File: src/rtl/bwmp_pkg.sv
package bwmp_pkg;

  localparam int WORD_W = 16;
  localparam int LANES  = WORD_W / 8;

  typedef enum logic [2:0] {
    OP_IDLE    = 3'd0,
    OP_WRITE   = 3'd1,
    OP_READ    = 3'd2,
    OP_BLOCK   = 3'd3,
    OP_LDMASK  = 3'd4,
    OP_LDCOLOR = 3'd5
  } opcode_e;

  // Strobes sent from the decoder to the datapath
  typedef struct packed {
    logic             wrWord;
    logic             wrBlock;
    logic             rdWord;
    logic             ldMask;
    logic             ldColor;
    logic             useMask;
    logic [LANES-1:0] byteEn;
  } strobe_t;

  function automatic logic [WORD_W-1:0] laneBits(input logic [LANES-1:0] be);
    logic [WORD_W-1:0] bits;
    for (int i = 0; i < LANES; i++) bits[i*8 +: 8] = {8{be[i]}};
    return bits;
  endfunction

endpackage

File: src/rtl/bwmp_ctrl.sv
module bwmp_ctrl
  import bwmp_pkg::*;
(
  input  logic             clk,
  input  logic             rstN,
  input  logic             cmdValid,
  input  logic [2:0]       cmdOp,
  input  logic [LANES-1:0] cmdByteEn,
  input  logic             cmdMaskEn,
  output strobe_t          stb
);

  always_comb begin
    stb         = '0;
    stb.byteEn  = cmdByteEn;
    stb.useMask = cmdMaskEn;
    if (cmdValid) begin
      case (opcode_e'(cmdOp))
        OP_WRITE:   stb.wrWord  = 1'b1;
        OP_READ:    stb.rdWord  = 1'b1;
        OP_BLOCK:   stb.wrBlock = 1'b1;
        OP_LDMASK:  stb.ldMask  = 1'b1;
        OP_LDCOLOR: stb.ldColor = 1'b1;
        default:    ;
      endcase
    end
  end

  AST_ONE_ACTION: assert property (@(posedge clk) disable iff (!rstN)
    $onehot0({stb.wrWord, stb.wrBlock, stb.rdWord, stb.ldMask, stb.ldColor}));

  AST_IDLE_NO_STROBE: assert property (@(posedge clk) disable iff (!rstN)
    !cmdValid |-> !(stb.wrWord || stb.wrBlock || stb.ldMask || stb.ldColor));

endmodule

File: src/rtl/bwmp_cell.sv
module bwmp_cell
  import bwmp_pkg::*;
(
  input  logic              clk,
  input  logic              rstN,
  input  logic              wrEn,
  input  logic [WORD_W-1:0] newData,
  input  logic [WORD_W-1:0] bitEn,
  output logic [WORD_W-1:0] q
);

  always_ff @(posedge clk) begin
    if (!rstN)     q <= '0;
    else if (wrEn) q <= (q & ~bitEn) | (newData & bitEn);
  end

  AST_CELL_HOLD: assert property (@(posedge clk) disable iff (!rstN)
    !wrEn |=> $stable(q));

endmodule

File: src/rtl/bwmp_datapath.sv
module bwmp_datapath
  import bwmp_pkg::*;
#(
  parameter int ROW_BITS   = 2,
  parameter int COL_BITS   = 4,
  parameter int BLOCK_COLS = 4
)(
  input  logic                clk,
  input  logic                rstN,
  input  strobe_t             stb,
  input  logic [ROW_BITS-1:0] cmdRow,
  input  logic [COL_BITS-1:0] cmdCol,
  input  logic [WORD_W-1:0]   cmdData,
  output logic [WORD_W-1:0]   rdData,
  output logic                rdValid
);

  localparam int COLS      = 1 << COL_BITS;
  localparam int DEPTH     = COLS << ROW_BITS;
  localparam int ADDR_BITS = ROW_BITS + COL_BITS;
  localparam int SEL_BITS  = $clog2(BLOCK_COLS);
  localparam int GRP_BITS  = COL_BITS - SEL_BITS;

  logic [WORD_W-1:0]    maskReg;
  logic [WORD_W-1:0]    colorReg;
  logic [WORD_W-1:0]    laneMask;
  logic [WORD_W-1:0]    wrBitEn;
  logic [WORD_W-1:0]    wrSource;
  logic [ADDR_BITS-1:0] wordIdx;
  logic [GRP_BITS-1:0]  grpIdx;
  logic [WORD_W-1:0]    cellQ [DEPTH];

  assign laneMask = laneBits(stb.byteEn);
  assign wrBitEn  = laneMask & (stb.useMask ? maskReg : {WORD_W{1'b1}});
  assign wrSource = stb.wrBlock ? colorReg : cmdData;
  assign wordIdx  = {cmdRow, cmdCol};
  assign grpIdx   = cmdCol[COL_BITS-1:SEL_BITS];

  // Register loads, byte-lane gated
  always_ff @(posedge clk) begin
    if (!rstN) begin
      maskReg  <= '0;
      colorReg <= '0;
    end else begin
      if (stb.ldMask)  maskReg  <= (maskReg  & ~laneMask) | (cmdData & laneMask);
      if (stb.ldColor) colorReg <= (colorReg & ~laneMask) | (cmdData & laneMask);
    end
  end

  // Storage words with per-word write decode
  for (genvar w = 0; w < DEPTH; w++) begin : g_word
    localparam int W_COL  = w % COLS;
    localparam int W_ROW  = w / COLS;
    localparam int W_LANE = W_COL % BLOCK_COLS;
    localparam int W_GRP  = W_COL / BLOCK_COLS;
    logic plainHit;
    logic blockHit;
    logic [WORD_W-1:0] q;

    assign plainHit = stb.wrWord && (wordIdx == ADDR_BITS'(w));
    assign blockHit = stb.wrBlock && (cmdRow == ROW_BITS'(W_ROW)) &&
                      (grpIdx == GRP_BITS'(W_GRP)) && cmdData[W_LANE];

    bwmp_cell u_cell (
      .clk     (clk),
      .rstN    (rstN),
      .wrEn    (plainHit || blockHit),
      .newData (wrSource),
      .bitEn   (wrBitEn),
      .q       (q)
    );
    assign cellQ[w] = q;
  end

  // Registered read with lane zeroing
  always_ff @(posedge clk) begin
    if (!rstN) begin
      rdData  <= '0;
      rdValid <= 1'b0;
    end else begin
      rdValid <= stb.rdWord;
      if (stb.rdWord) rdData <= cellQ[wordIdx] & laneMask;
    end
  end

  AST_MASK_PERSISTS: assert property (@(posedge clk) disable iff (!rstN)
    !stb.ldMask |=> $stable(maskReg));

  AST_COLOR_PERSISTS: assert property (@(posedge clk) disable iff (!rstN)
    !stb.ldColor |=> $stable(colorReg));

  AST_MASK_LOW_LANE_KEPT: assert property (@(posedge clk) disable iff (!rstN)
    (stb.ldMask && !stb.byteEn[0]) |=> maskReg[7:0] == $past(maskReg[7:0]));

  AST_MASK_HIGH_LANE_KEPT: assert property (@(posedge clk) disable iff (!rstN)
    (stb.ldMask && !stb.byteEn[1]) |=> maskReg[15:8] == $past(maskReg[15:8]));

  AST_READ_VALID_NEXT: assert property (@(posedge clk) disable iff (!rstN)
    stb.rdWord |=> rdValid);

  AST_NO_SPURIOUS_VALID: assert property (@(posedge clk) disable iff (!rstN)
    !stb.rdWord |=> !rdValid);

  AST_READ_LOW_LANE_ZERO: assert property (@(posedge clk) disable iff (!rstN)
    (stb.rdWord && !stb.byteEn[0]) |=> rdData[7:0] == 8'h00);

  AST_READ_HIGH_LANE_ZERO: assert property (@(posedge clk) disable iff (!rstN)
    (stb.rdWord && !stb.byteEn[1]) |=> rdData[15:8] == 8'h00);

endmodule

File: src/rtl/bwmp_top.sv
module bwmp_top #(
  parameter int ROW_BITS   = 2,
  parameter int COL_BITS   = 4,
  parameter int BLOCK_COLS = 4
)(
  input  logic                clk,
  input  logic                rstN,
  input  logic                cmdValid,
  input  logic [2:0]          cmdOp,
  input  logic [ROW_BITS-1:0] cmdRow,
  input  logic [COL_BITS-1:0] cmdCol,
  input  logic [15:0]         cmdData,
  input  logic [1:0]          cmdByteEn,
  input  logic                cmdMaskEn,
  output logic [15:0]         rdData,
  output logic                rdValid
);

  bwmp_pkg::strobe_t stb;

  bwmp_ctrl u_ctrl (
    .clk       (clk),
    .rstN      (rstN),
    .cmdValid  (cmdValid),
    .cmdOp     (cmdOp),
    .cmdByteEn (cmdByteEn),
    .cmdMaskEn (cmdMaskEn),
    .stb       (stb)
  );

  bwmp_datapath #(
    .ROW_BITS   (ROW_BITS),
    .COL_BITS   (COL_BITS),
    .BLOCK_COLS (BLOCK_COLS)
  ) u_dp (
    .clk     (clk),
    .rstN    (rstN),
    .stb     (stb),
    .cmdRow  (cmdRow),
    .cmdCol  (cmdCol),
    .cmdData (cmdData),
    .rdData  (rdData),
    .rdValid (rdValid)
  );

  AST_RESET_NO_VALID: assert property (@(posedge clk)
    !rstN |=> !rdValid);

endmodule

File: config.mk
export PLATFORM = sky130hd
export DESIGN_NAME = bwmp_top
export DESIGN_NICKNAME = d
export VERILOG_FILES = /design/src/rtl/bwmp_pkg.sv /design/src/rtl/bwmp_ctrl.sv /design/src/rtl/bwmp_cell.sv /design/src/rtl/bwmp_datapath.sv /design/src/rtl/bwmp_top.sv
export SDC_FILE = /design/constraint.sdc
export NUM_CORES = 2
export LEC_CHECK = 0
export ABC_AREA = 0
export BUFFER_PORTS_ARGS = -buffer_cell sky130_fd_sc_hd__buf_4
export CAP_MARGIN = 30
export CELL_PAD_IN_SITES_DETAIL_PLACEMENT = 0
export CELL_PAD_IN_SITES_GLOBAL_PLACEMENT = 1
export CORE_ASPECT_RATIO = 0.7
export CORE_MARGIN = 1.5
export CORE_UTILIZATION = 46
export CTS_CLUSTER_SIZE = 14
export DETAILED_ROUTE_END_ITERATION = 10
export PLACE_DENSITY_LB_ADDON = 0.1
export SLEW_MARGIN = 20
export SYNTH_ARGS = -nofsm -noshare
export SYNTH_HDL_FRONTEND = slang
export SYNTH_SLANG_ARGS = --single-unit
File: constraint.sdc
create_clock -name clk -period 2.1 [get_ports clk]
set_clock_uncertainty 0.2 [all_clocks]
set_input_delay 0.105 -clock clk [delete_from_list [all_inputs] [get_ports clk]]
set_output_delay 0.105 -clock clk [all_outputs]
set_load 0.05 [all_outputs]
======== Yosys cells after proc, flatten, opt, wreduce, memory -nomap -nowiden ========
Cells that the tools add are included.
storage, ports and cells
  register bits after elaboration ......... 1073
  bits of input ports ..................... 31
  output and inout port bits .............. 17
  word-level logic and storage cells ...... 508
cells by class
  order comparisons ....................... 1
  equal/unequal tests ..................... 74
  multiplexer cells ....................... 11
  bitwise logic cells ..................... 139
  reductions and logical operators ........ 215
operators by type and width
  cell                                                                   number
  16-bit bitwise AND                                                     70
  16-bit OR                                                              66
  6-bit equality test, second input constant                             32
  1-bit logical AND                                                      148
  16-bit binary-select mux with 6-bit select                             1
  6-bit by 5-bit equality test with 1-bit output, second input constant  16
  1-bit logical OR                                                       64
  16-bit two-way mux                                                     4
  6-bit by 4-bit equality test with 1-bit output, second input constant  8
  16-bit NOT                                                             2
  6-bit by 3-bit equality test with 1-bit output, second input constant  4
  6-bit by 2-bit equality test with 1-bit output, second input constant  2
  2-bit equality test, second input constant                             4
  7-bit greater-or-equal comparator, second input constant               1
  6-bit NOT with 7-bit output                                            1
  3-bit by 2-bit equality test with 1-bit output, second input constant  2
  3-bit equality test, second input constant                             2
  6-bit by 1-bit equality test with 1-bit output, second input constant  1
  6-bit logical NOT                                                      1
  1-bit two-way mux                                                      5
  5-bit two-way mux                                                      1
  2-bit by 1-bit equality test with 1-bit output, second input constant  2
  2-bit logical NOT                                                      2
  3-bit by 1-bit equality test with 1-bit output, second input constant  1

======== Longest topological paths before layout ========
  depth after elaboration ................. 7
  depth in mapped cells ................... 9
  gate-level depth less buffers ........... 5

======== Hierarchy ========
Synthesis repeated with hierarchy kept, for this count alone.
second synthesis, totals
  cells, all modules ...................... 6367
  area total of the unflattened synthesis .. 58383.5 µm²
by module, submodules not included
  module         times used  cells an instance  area each (µm²)  sequential area each (µm²)
  bwmp_cell      64          85                 750.7            320.3
  bwmp_datapath  1           919                10254.8          980.9
  bwmp_ctrl      1           8                  82.6             0.0

======== Worst setup path before layout ========
Ideal clock, no wire load.
  kind .................................... in2reg
  start ................................... input cmdCol[1]
  end ..................................... register u_dp.rdData[7]
  library setup time ...................... 0.136 ns
  data arrival time ....................... 1.691 ns
  required time ........................... 1.764 ns
  path slack .............................. 0.073 ns
  cell stages on the path ................. 8
  path buffers ............................ 3
  cells stage by stage .................... buf_2 -> buf_6 -> clkbuf_1 -> mux4_2 -> a22oi_1 -> o21ai_1 -> a221oi_1 -> o211ai_1
between the ends
  longest elaborated chain between the ends .. 5
ends and longest elaborated chain
  element                                                 line                 source
  from (decl)                                             bwmp_top.sv:11       input logic [COL_BITS-1:0] cmdCol,
  6-bit NOT with 7-bit output (implied by the code)       bwmp_datapath.sv:82  if (stb.rdWord) rdData <= cellQ[wordIdx] & laneMask;
  16-bit binary-select mux with 6-bit select              bwmp_datapath.sv:82
  16-bit two-way mux (implied by the code) (2 in series)  bwmp_datapath.sv:82
  16-bit bitwise AND                                      bwmp_datapath.sv:82
  to (signal assigned)                                    bwmp_datapath.sv:82
  to (decl)                                               bwmp_datapath.sv:14  output logic [WORD_W-1:0] rdData,
No other way between the ends. The select of a mux whose other input is x is not followed.
A chain may end at the register's enable or synchronous reset.

==> impl_metrics.py <==
metrics = {
    "worst_setup_path": {
        "critPathKind": "reg -> reg",
        "cp-end-kind": "flop",
        "arrival_ns": 2.62,
        "cp_data_required_time_ns": 2.48,
        "critical_path.max_stage_delay_ns": 0.60,
        "start_kind": "flop",
        "cp_cell_sequence": "mux4_2 > nor2b_4 > a2111oi_4 > buf_4 > o221ai_2",
        "critPathSlowestCell": "a2111oi_4",
        "cp_max_fo": 2,
    },
    "yosys": {
        "ys_top_cells_by_count": "dfxtp_1, a21oi_1, a211oi_2",
        "synth_edf_count": 0,
        "yosysTopAreaCell": "dfxtp_1",
        "synth_area_leaders": "dfxtp_1, a211oi_2, a21oi_1, mux4_2, a211oi_1",
        "ys_seq_elements": 1073,
        "async_flop_share_pct": 0,
        "ys_types": 58,
        "synth_ff_type": "dfxtp_1",
        "netlist.area_leader.share_pct": 42.8,
        "syn_avg_cell_area_um2": 10.6,
        "synth_area_um2": 50100,
        "seq_area_frac_synth_pct": 42.8,
        "synthCells": 4711,
        "yosys_warnings": 0,
        "syn-num-nets": 4742,
        "yosysMostFrequentCell": "dfxtp_1",
    },
    "global_route": {
        "grt_pass1_vias": 38000,
        "grt_max_degree": 173,
        "overflow": 0,
        "grt_first_pass_wirelength_mm": 255,
        "grt_usage_pct": 29.9,
        "antenna_found_initial": 9,
    },
    "timing": {
        "setup_viol": 3,
        "rsz0062_at_grt": "yes",
        "finalWorstSetupSlack_ns": -0.133,
        "timing.slew.headroom_pct": 18.1,
        "hold_viol_final": 0,
        "maxSlewViolCount": 0,
        "fin_crit_sh_pct": 106,
        "fin_crit_ns": 2.23,
        "fmaxAchievable_mhz": 448,
        "tightest_slew_ns": 1.23,
    },
    "placed_design": {
        "pre_cts_ws_ns": -0.737,
        "dpl.hpwl_mm": 105,
        "io_buffers": 47,
        "gp_congestion": 0.828,
    },
    "finish": {
        "area_delta_synth_final_pct": 20.1,
        "finish.utilization_pct": 55.6,
        "drive_gt1_share_pct": 35.8,
        "layout.nets": 4855,
    },
    "cts": {
        "cts-root-buf": "clkbuf_16",
        "clk_pin_slew_ns": 0.06,
        "cts.htree.levels": 3,
        "clk_path_buf_depth": 3,
        "clk_latency_ns": 0.72,
        "clock_sinks": 1073,
        "numCtsBuffers": 108,
        "cts_tree": "done",
    },
    "floorplan": {
        "core_area_um2": 108000,
        "initial_core_util_pct": 46.3,
        "io_pins": 48,
        "rows": 101,
        "die-area_um2": 111000,
        "die_w_um": 398,
        "die_h_um": 279,
    },
    "detailed_routing": {
        "routed-via-count": 39700,
        "ant_nets": 0,
        "wl_per_cell_um": 26.6,
        "dr.pass1.iters": 6,
        "totalWireLength_mm": 169,
        "via_per_inst": 6.25,
        "drt_iter0_drc": 3715,
        "drc": 0,
    },
    "run_status": {
        "violations": "negative setup slack",
        "status": "finished, violations left",
    },
    "flow_run": {
        "cap_violations": 0,
    },
    "power_and_ir_drop": {
        "power.density_nw_per_um2": 732,
        "ir_worst_vdd_mv": 0.632,
        "power.leakage_nw": 19.0,
    },
    "hold_path": {
        "min_path_type": "in -> reg",
    },
}
-- final cells by class --
type / count / area [µm²]
Fill cell: 9282 / 48100
Multi-Input combinational cell: 2971 / 25900
Sequential cell: 1073 / 21500
Timing Repair Buffer: 652 / 7310
Clock buffer: 166 / 3220
Tap cell: 1442 / 1800
Clock inverter: 35 / 433
Inverter: 18 / 75.1
Antenna cell: 3 / 7.51
-- placed cells by master (no fill, tap or decap), types with 10 or more instances in the layout --
cell           synthesis  layout
dfxtp_1             1073    1071
a21oi_1             1031    1029
a211oi_2             600     600
a211oi_1             436     436
buf_4                 20     411
mux4_2               191     191
buf_12                 0     180
nand2_1              130     124
clkbuf_16              0     109
mux2i_1               76      76
a22oi_1               64      61
dlygate4sd3_1          0      58
mux2_2                54      54
nor2_2                12      51
nor2_1                89      44
clkbuf_1             294      29
clkbuf_8               0      29
nor2b_1               30      27
o22ai_1               24      24
mux2_1                22      22
clkinv_2               0      19
inv_1                 17      16
a21boi_4               0      16
o211ai_1              16      16
a221oi_1              15      15
a22o_1                14      14
nor3_4                 0      13
nand3_1               11      11
and3_4                 0      10
-- critical path, delay by kind of cell, from the launching register on --
kind | cells | cell delay, ns
and+or+nand+nor | 1 | 0.17
buffers and inverters | 1 | 0.23
AOI/OAI and AO/OA | 2 | 0.67
muxes | 1 | 0.51
DFF | 1 | 0.32
-- through the flow --
step	TNS [ns]	std cells	power, mW	cell area, µm²	hold WS [ns]
2_1_floorplan	0	4711	22.7	50100	0.0489
3_3_place_gp	-141.49	6097	24.2	55700	0.162
3_5_place_dp	-156.77	6097	24.2	55700	0.168
4_1_cts	-0.0550	6356	44.3	60100	0.00593
5_1_grt	-0.157	6358	45.3	60200	0.0789
6_report	-0.151	6360	44.0	60200	0.0609
-- path summary, 6_finish.rpt --
check / from / endpoint / slack (ns) / cells past startpoint
setup / recovery: flop / u_dp.rdData[10] / -0.13 / 5
hold / removal: cmdData[11] / flop / 0.06 / 4
setup reg to reg: flop / u_dp.rdData[10] / -0.13 / 5
hold reg to reg: u_dp.rdData[14] / u_dp.rdData[14] / 0.29 / 2
-- layer usage --
| metal | up-vias | track usage [%] | routed length [µm] |
|---|---|---|---|
| met1 | 20000 | 46.5 | 82900 |
| li1 | 18300 | - | - |
| met2 | 1264 | 43.7 | 72200 |
| met3 | 170 | 4.23 | 11600 |
| met4 | 0 | 5.97 | 2770 |
| met5 | - | 0 | 0 |
-- logic make-up (layout without fill, tap and decap cells) --
group / count (synthesis) / after routing / synth area share [%]
AND/OR/NAND/NOR: 370 / 370 / 3.68
flip-flops: 1073 / 1073 / 42.8
other: 0 / 3 / 0
AO/OA/AOI/OAI: 2258 / 2258 / 34.8
multiplexers: 343 / 343 / 11.8
buffers and inverters: 667 / 871 / 6.85
-- report_power, final --
part / internal (mW) / switching, mW / total [mW] / leakage [nW]
clock: 11.5 / 8.73 / 20.2 / 1.81
combinational: 1.13 / 2.32 / 3.46 / 8.56
sequential: 20.4 / 0.0170 / 20.4 / 8.64
total: 33.0 / 11.1 / 44.0 / 19.0
-- what timing repair did --
item	4_1_cts	5_1_grt
endpoints found under the setup margin	9	9
cloned	0	0
gates resized for setup	21	16
hold endpoints to repair	989	0
setup buffers	0	1
pin swaps	3	7
hold buffers	58	0
No activity file was read; power rests on OpenSTA's default activity.
